$ cat src/rtl/rxf_pkg.sv
package rxf_pkg;

  localparam int unsigned MAC_W          = 48;
  localparam int unsigned CTRL_PROM_BIT  = 0;
  localparam int unsigned CTRL_CPASS_BIT = 13;
  localparam int unsigned CTRL_MALL_BIT  = 16;
  localparam int unsigned SLOT_EN_BIT    = 31;

  typedef struct packed {
    logic prom;   // accept every frame
    logic mall;   // accept every multicast frame
    logic cpass;  // pass control frames
  } rxf_ctrl_t;

endpackage

$ cat src/rtl/rxf_regs.sv
module rxf_regs
  import rxf_pkg::*;
#(
  parameter int unsigned NUM_SLOTS = 8,
  parameter int unsigned AW        = 8,
  parameter int unsigned CTRL_OFS  = 'h38,
  parameter int unsigned SLOT_BASE = 'h50
) (
  input  logic                               clk,
  input  logic                               rst_n,
  input  logic                               we,
  input  logic [AW-1:0]                      waddr,
  input  logic [31:0]                        wdata,
  input  logic [AW-1:0]                      raddr,
  output logic [31:0]                        rdata,
  output logic [NUM_SLOTS-1:0][MAC_W-1:0]    slot_addr,
  output logic [NUM_SLOTS-1:0]               slot_act,
  output rxf_ctrl_t                          ctrl
);

  localparam int unsigned IDX_W  = (NUM_SLOTS > 1) ? $clog2(NUM_SLOTS) : 1;
  localparam int unsigned SPAN   = NUM_SLOTS * 8;
  localparam logic [AW-1:0] CTRL_A = AW'(CTRL_OFS);
  localparam logic [AW-1:0] BASE_A = AW'(SLOT_BASE);
  localparam logic [AW-1:0] SPAN_A = AW'(SPAN);

  logic [NUM_SLOTS-1:0][31:0] lo_q, lo_d;
  logic [NUM_SLOTS-1:0][15:0] hi_q, hi_d;
  logic [NUM_SLOTS-1:0]       en_q, en_d;
  rxf_ctrl_t                  ctrl_q, ctrl_d;

  logic [AW-1:0]    w_off, r_off;
  logic             w_slot, r_slot;
  logic [IDX_W-1:0] w_idx, r_idx;
  logic             wr_ctrl, wr_hit;
  logic             unused_off;

  // write decode and next state
  always_comb begin
    w_off   = waddr - BASE_A;
    w_slot  = (waddr >= BASE_A) && (w_off < SPAN_A) && (waddr[1:0] == 2'b00);
    w_idx   = w_off[IDX_W+2:3];
    wr_ctrl = we && (waddr == CTRL_A);
    wr_hit  = wr_ctrl || (we && w_slot);
    lo_d    = lo_q;
    hi_d    = hi_q;
    en_d    = en_q;
    ctrl_d  = ctrl_q;
    if (wr_ctrl) begin
      ctrl_d.prom  = wdata[CTRL_PROM_BIT];
      ctrl_d.mall  = wdata[CTRL_MALL_BIT];
      ctrl_d.cpass = wdata[CTRL_CPASS_BIT];
    end else if (we && w_slot) begin
      if (w_off[2]) begin
        hi_d[w_idx] = wdata[15:0];
        en_d[w_idx] = wdata[SLOT_EN_BIT];
      end else begin
        lo_d[w_idx] = wdata;
      end
    end
  end

  always_ff @(posedge clk or negedge rst_n) begin
    if (!rst_n) begin
      lo_q   <= '0;
      hi_q   <= '0;
      en_q   <= '0;
      ctrl_q <= '0;
    end else if (wr_hit) begin
      lo_q   <= lo_d;
      hi_q   <= hi_d;
      en_q   <= en_d;
      ctrl_q <= ctrl_d;
    end
  end

  // read decode
  always_comb begin
    r_off  = raddr - BASE_A;
    r_slot = (raddr >= BASE_A) && (r_off < SPAN_A) && (raddr[1:0] == 2'b00);
    r_idx  = r_off[IDX_W+2:3];
    rdata  = '0;
    if (raddr == CTRL_A) begin
      rdata[CTRL_PROM_BIT]  = ctrl_q.prom;
      rdata[CTRL_MALL_BIT]  = ctrl_q.mall;
      rdata[CTRL_CPASS_BIT] = ctrl_q.cpass;
    end else if (r_slot) begin
      if (r_off[2]) begin
        rdata[15:0]        = hi_q[r_idx];
        rdata[SLOT_EN_BIT] = en_q[r_idx];
      end else begin
        rdata = lo_q[r_idx];
      end
    end
  end

  assign unused_off = ^{w_off, r_off};
  assign ctrl       = ctrl_q;

  for (genvar g = 0; g < NUM_SLOTS; g++) begin : g_slot
    assign slot_addr[g] = {hi_q[g], lo_q[g]};
    if (g == 0) begin : g_fixed
      assign slot_act[g] = 1'b1;
    end else begin : g_prog
      assign slot_act[g] = en_q[g];
    end
  end

endmodule

$ cat src/rtl/rxf_slot_cmp.sv
module rxf_slot_cmp
  import rxf_pkg::*;
(
  input  logic [MAC_W-1:0] slot_addr,
  input  logic             slot_act,
  input  logic [MAC_W-1:0] dst,
  output logic             hit
);

  assign hit = slot_act && (slot_addr == dst);

endmodule

$ cat src/rtl/rxf_decide.sv
module rxf_decide
  import rxf_pkg::*;
#(
  parameter int unsigned NUM_SLOTS = 8
) (
  input  logic [NUM_SLOTS-1:0] hits,
  input  logic                 is_bcast,
  input  logic                 is_mcast,
  input  logic                 is_ctrl,
  input  rxf_ctrl_t            ctrl,
  output logic                 accept
);

  always_comb begin
    if (ctrl.prom) begin
      accept = 1'b1;
    end else if (is_ctrl) begin
      accept = ctrl.cpass;
    end else begin
      accept = is_bcast || (is_mcast && ctrl.mall) || (|hits);
    end
  end

endmodule

$ cat src/rtl/rxf_dst_filter.sv
module rxf_dst_filter
  import rxf_pkg::*;
#(
  parameter int unsigned NUM_SLOTS = 8,
  parameter int unsigned AW        = 8,
  parameter int unsigned CTRL_OFS  = 'h38,
  parameter int unsigned SLOT_BASE = 'h50
) (
  input  logic              clk,
  input  logic              rst_n,
  input  logic              cfg_we,
  input  logic [AW-1:0]     cfg_waddr,
  input  logic [31:0]       cfg_wdata,
  input  logic [AW-1:0]     cfg_raddr,
  output logic [31:0]       cfg_rdata,
  input  logic              rx_sof,
  input  logic [MAC_W-1:0]  rx_dst,
  input  logic              rx_is_mcast,
  input  logic              rx_is_bcast,
  input  logic              rx_is_ctrl,
  output logic              flt_valid,
  output logic              flt_accept
);

  // reset: asserted asynchronously, released on a clock edge
  logic rst_meta_q, rst_sync_n;
  always_ff @(posedge clk or negedge rst_n) begin
    if (!rst_n) begin
      rst_meta_q <= 1'b0;
      rst_sync_n <= 1'b0;
    end else begin
      rst_meta_q <= 1'b1;
      rst_sync_n <= rst_meta_q;
    end
  end

  logic [NUM_SLOTS-1:0][MAC_W-1:0] slot_addr;
  logic [NUM_SLOTS-1:0]            slot_act;
  rxf_ctrl_t                       ctrl;
  logic                            cfg_prom, cfg_mall, cfg_cpass;

  rxf_regs #(
    .NUM_SLOTS (NUM_SLOTS),
    .AW        (AW),
    .CTRL_OFS  (CTRL_OFS),
    .SLOT_BASE (SLOT_BASE)
  ) u_regs (
    .clk       (clk),
    .rst_n     (rst_sync_n),
    .we        (cfg_we),
    .waddr     (cfg_waddr),
    .wdata     (cfg_wdata),
    .raddr     (cfg_raddr),
    .rdata     (cfg_rdata),
    .slot_addr (slot_addr),
    .slot_act  (slot_act),
    .ctrl      (ctrl)
  );

  assign cfg_prom  = ctrl.prom;
  assign cfg_mall  = ctrl.mall;
  assign cfg_cpass = ctrl.cpass;

  // stage 0: compare every slot against the incoming address
  logic [NUM_SLOTS-1:0] hit_c;
  for (genvar g = 0; g < NUM_SLOTS; g++) begin : g_cmp
    rxf_slot_cmp u_cmp (
      .slot_addr (slot_addr[g]),
      .slot_act  (slot_act[g]),
      .dst       (rx_dst),
      .hit       (hit_c[g])
    );
  end

  // stage 1 registers
  logic                 s1_valid_q, s1_valid_d;
  logic [NUM_SLOTS-1:0] s1_hit_q, s1_hit_d;
  logic                 s1_bc_q, s1_bc_d, s1_mc_q, s1_mc_d, s1_ctl_q, s1_ctl_d;
  rxf_ctrl_t            s1_cfg_q, s1_cfg_d;

  always_comb begin
    s1_valid_d = rx_sof;
    s1_hit_d   = hit_c;
    s1_bc_d    = rx_is_bcast;
    s1_mc_d    = rx_is_mcast;
    s1_ctl_d   = rx_is_ctrl;
    s1_cfg_d   = ctrl;
  end

  always_ff @(posedge clk or negedge rst_sync_n) begin
    if (!rst_sync_n) begin
      s1_valid_q <= 1'b0;
    end else begin
      s1_valid_q <= s1_valid_d;
    end
  end

  always_ff @(posedge clk or negedge rst_sync_n) begin
    if (!rst_sync_n) begin
      s1_hit_q <= '0;
      s1_bc_q  <= 1'b0;
      s1_mc_q  <= 1'b0;
      s1_ctl_q <= 1'b0;
      s1_cfg_q <= '0;
    end else if (rx_sof) begin
      s1_hit_q <= s1_hit_d;
      s1_bc_q  <= s1_bc_d;
      s1_mc_q  <= s1_mc_d;
      s1_ctl_q <= s1_ctl_d;
      s1_cfg_q <= s1_cfg_d;
    end
  end

  // stage 2: decision and output registers
  logic acc_c;
  rxf_decide #(.NUM_SLOTS(NUM_SLOTS)) u_decide (
    .hits     (s1_hit_q),
    .is_bcast (s1_bc_q),
    .is_mcast (s1_mc_q),
    .is_ctrl  (s1_ctl_q),
    .ctrl     (s1_cfg_q),
    .accept   (acc_c)
  );

  logic out_valid_d, out_accept_d, out_valid_q, out_accept_q;
  always_comb begin
    out_valid_d  = s1_valid_q;
    out_accept_d = s1_valid_q && acc_c;
  end

  always_ff @(posedge clk or negedge rst_sync_n) begin
    if (!rst_sync_n) begin
      out_valid_q  <= 1'b0;
      out_accept_q <= 1'b0;
    end else begin
      out_valid_q  <= out_valid_d;
      out_accept_q <= out_accept_d;
    end
  end

  assign flt_valid  = out_valid_q;
  assign flt_accept = out_accept_q;

endmodule

$ cat config.mk
export PLATFORM = sky130hd
export DESIGN_NAME = rxf_dst_filter
export DESIGN_NICKNAME = d
export VERILOG_FILES = /design/src/rtl/rxf_pkg.sv /design/src/rtl/rxf_regs.sv /design/src/rtl/rxf_slot_cmp.sv /design/src/rtl/rxf_decide.sv /design/src/rtl/rxf_dst_filter.sv
export SDC_FILE = /design/constraint.sdc
export NUM_CORES = 1
export LEC_CHECK = 0
export ABC_AREA = 0
export BUFFER_PORTS_ARGS = -buffer_cell sky130_fd_sc_hd__buf_2
export CORE_ASPECT_RATIO = 0.6
export CORE_MARGIN = 5
export CORE_UTILIZATION = 50
export CTS_CLUSTER_SIZE = 40
export DETAILED_ROUTE_END_ITERATION = 6
export GPL_ROUTABILITY_DRIVEN = 0
export GPL_TIMING_DRIVEN = 0
export HOLD_SLACK_MARGIN = 0.05
export PLACE_DENSITY = 0.66
export SETUP_SLACK_MARGIN = 0.3
export SLEW_MARGIN = 40
export SYNTH_ARGS = -nofsm -noshare
export SYNTH_HDL_FRONTEND = slang
export SYNTH_SLANG_ARGS = --single-unit
$ cat constraint.sdc
create_clock -name clk -period 17.8 [get_ports clk]
set_clock_uncertainty 0.1 [all_clocks]
set_input_delay 3.56 -clock clk [delete_from_list [all_inputs] [get_ports clk]]
set_output_delay 3.56 -clock clk [all_outputs]
set_load 0.005 [all_outputs]
==> summary.txt <==
Outcome
  – Status: finished with violations
  – Failing checks: DRC

Clock network
  – Clock-pin slew on the worst setup and hold paths: approximately 0.060 ns
  – CTS tree: built
  – Clock Latency Late Sink: about 0.58 ns
  – Clock root buffer master: clkbuf_16
  – Htree depth: 2
  – Post-CTS Setup Inserts: 0
  – Hold_buf cts: 0
  – CTS buffer count: between 40 and 50
  – Clk buf depth: 3
  – Post-CTS sizing: 0
  – Clk sinks: around 410

Pwr
  – Flop pwr share: a little under half
  – Maximum vdd drop: approximately 0.069 mV
  – Comb power frac: around 16%
  – Pwr/cell area: around 88 nW/µm²
  – Int Pwr: ~1.6 mW
  – P_sw: 676 µW
  – Clk network pwr share: about 40%
  – Leak Pwr: 11.9 nW
  – Total power: roughly 2.3 mW
  – Sw frac: 29.7%

Hold path
  – Class of the worst hold path: reg -> async

Logic synthesis
  – Adder-cell share of the synthesized area: less than 1%
  – EDFF count, synth: 0
  – Post-synthesis instance area: between 20000 and 25000 µm²
  – #FFs+latches synth: 414
  – Sequential area share after synthesis: ~45%
  – Simple-gate area share of the yosys netlist: around 5.3%
  – Post-synthesis mux area share: about 31%
  – Syn_nets: 1854
  – Top FF cell, synth: dfrtp_1
  – Synth warn: 0
  – Post-Syn Instances: approximately 1700
  – Syn_area_per_cell: 13.2 µm²
  – Synth Area in Compound Gates: 2.42%
  – Netlist cell types: 50
  – Xor and xnor area share after synthesis: 12.7%
  – Combinational family with the most area after synthesis: multiplexers
  – Ys async rst share: 100%

Global routing
  – First-pass GRT wire length: 130000 µm
  – Vias in the first global route: about 17000
  – Initial antenna violation count: 5
  – Total track usage: between 30% and 40%
  – Largest net degree at the start of global routing: 45
  – GR Overflow Total: 0

STA
  – Slew HR: between 30% and 40%
  – Final worst-path cycle share: approximately 66%
  – Final worst setup slack: 6.02 ns
  – Max Freq: between 80 and 90 MHz
  – Worst hold margin: approximately 0.11 ns
  – Slew @ Worst Pin: a little over 1 ns
  – Hold violation total from the final report: 0
  – Min Tclk post-route: ~12 ns
  – Slew Limit Fails: 0
  – Final setup violation count: 0
  – Setup TNS: 0 ns
  – RSZ-0062 raised after global routing: no

Worst setup path
  – Crit Path Max Fanout: 10
  – Critical path required time: around 14 ns
  – CP startpoint kind: input port
  – Setup crit end kind: output pin
  – Critical path type: in -> out
  – CP arrival: approximately 8.1 ns

Routing
  – Mean routed wirelength per cell: between 30 and 40 µm
  – Final WL: 94300 µm
  – Detail Route Antenna Nets: 0
  – DRC Markers: 9
  – Drt first pass iters: 7
  – Routed vias/inst: around 6.8
  – Vias: between 15000 and 20000
  – Drt initial violations: 2900

Floorplan
  – Die Y: 176 µm
  – Die X: around 290 µm
  – Die area: 50700 µm²
  – Core footprint: ~46000 µm²
  – I/O pin total: ~140
  – Row cnt: 61
  – Initial Utilization: between 50% and 60%

Placement
  – Post-place setup slack: about 6.2 ns
  – Port buffer count: 86
  – Dpl cells: 2477
  – Post-DP Area: approximately 25000 µm²
  – Hpwl dp: 72400 µm

Finish
  – Final nets: 1996
  – Post-route cell area: around 26000 µm²
  – Util after Layout: around 56%
  – Finished Layout Cells: approximately 2500
  – Ratio of cells with drive above 1 in the final layout: a little under two fifths
  – Syn-to-layout area delta: 12.4%

Job
  – # Max-Cap Violations: 0
==> synth_stat cells (6+ instances only) <==
library cell / n / area, µm²
dfrtp_1: 414 / 10400
mux2_2: 388 / 4370
xnor2_1: 187 / 1640
xor2_1: 148 / 1300
mux4_2: 113 / 2540
clkbuf_1: 78 / 293
nand4_1: 57 / 357
inv_1: 51 / 191
nor4_1: 51 / 319
buf_2: 31 / 155
nand2_1: 22 / 82.6
nor2b_1: 22 / 138
nor2_1: 21 / 78.8
o22ai_1: 19 / 119
buf_1: 18 / 67.6
mux2i_1: 17 / 170
mux2_1: 12 / 135
a22o_1: 10 / 87.6
nand3_1: 9 / 45.0
nor3_1: 8 / 40.0
o21ai_0: 7 / 35.0
o2bb2ai_1: 7 / 61.3
nand2b_1: 6 / 37.5
==> per-layer routing <==
metal	routed length, µm	vias to the layer above	GRT usage [%]
met2	36600	1327	47.9
met4	4180	6	11.7
li1	-	6638	-
met1	37200	9098	50.6
met5	133	-	1.44
met3	16100	269	21.2
==> kinds of logic after synthesis <==
family,after synthesis
muxes,530
DFF,414
xor gates and xnor gates,335
and+or+nand+nor,210
buffers and inverters,184
AOI/OAI and AO/OA,73
adders and majority gates,2
other,1
==> cell type report <==
| class | count | area [µm²] |
|---|---|---|
| clock inverters | 12 | 96.3 |
| inverters | 51 | 191 |
| well taps | 630 | 788 |
| plain buffers | 133 | 593 |
| diodes | 1 | 2.50 |
| clock buffers | 58 | 1200 |
| repair buffers | 99 | 669 |
| multi-input cells | 1151 | 12000 |
| fillers | 3815 | 20000 |
| flip-flops and latches | 414 | 10400 |
==> critical path, stage by stage <==
cell	delay, ns
buf_2	0.11
buf_6	0.20
buf_2	0.49
buf_2	0.41
buf_2	0.39
inv_1	0.11
ha_1	0.30
buf_2	0.50
buf_2	0.58
buf_2	0.47
mux2i_1	0.47
a21boi_0	0.27
buf_2	0.21
==> sequential cells by signal (all words and copies together), names as in the netlist, 3 cells and up <==
name and count:
u_regs.slot_addr 384, u_regs.ctrl 3, s1_hit_q 8, s1_cfg_q 3, u_regs.en_q 8
==> worst paths after layout <==
| check | startpoint | end | slack, ns | depth (start not counted) |
|---|---|---|---|---|
| max | cfg_raddr[4] | cfg_rdata[13] | 6.02 | 13 |
| min | rst_sync_n | u_regs.slot_addr[178] | 0.11 | 0 |
| max reg2reg | u_regs.slot_addr[184] | s1_hit_q[3] | 14.67 | 5 |
| min reg2reg | rst_sync_n | u_regs.slot_addr[178] | 0.11 | 0 |
| max in group asynchronous | rst_n | rst_sync_n | 14.83 | 1 |
| min in group clk | rst_meta_q | rst_sync_n | 0.25 | 0 |
==> layout by cell type (no fill, tap or decap), types with 6 or more instances in the layout <==
master     count
buf_12        11
nor3_1         7
nand2_1       22
mux4_2       113
nand4_1       57
clkinv_2       8
a22o_1        10
nand3_1        9
xnor2_1      183
buf_2        128
clkbuf_16     43
nor2b_1       22
clkbuf_2       9
xor2_1       147
dfrtp_1      413
inv_1         51
o21ai_0        7
nand2b_1       6
mux2_1        12
o2bb2ai_1      7
nor2_1        21
clkbuf_8       7
mux2i_1       17
mux2_2       388
nor4_1        49
clkbuf_1      79
o22ai_1       19
==> power groups by stage <==
stage	Clock, mW	Combinational, mW	Sequential [mW]
2_1_floorplan	0	0.182	1.05
3_3_place_gp	0	0.304	1.06
3_5_place_dp	0	0.331	1.05
4_1_cts	0.885	0.333	1.03
5_1_grt	0.923	0.357	1.04
6_report	0.888	0.354	1.04
(Power assumes the default switching activity.)
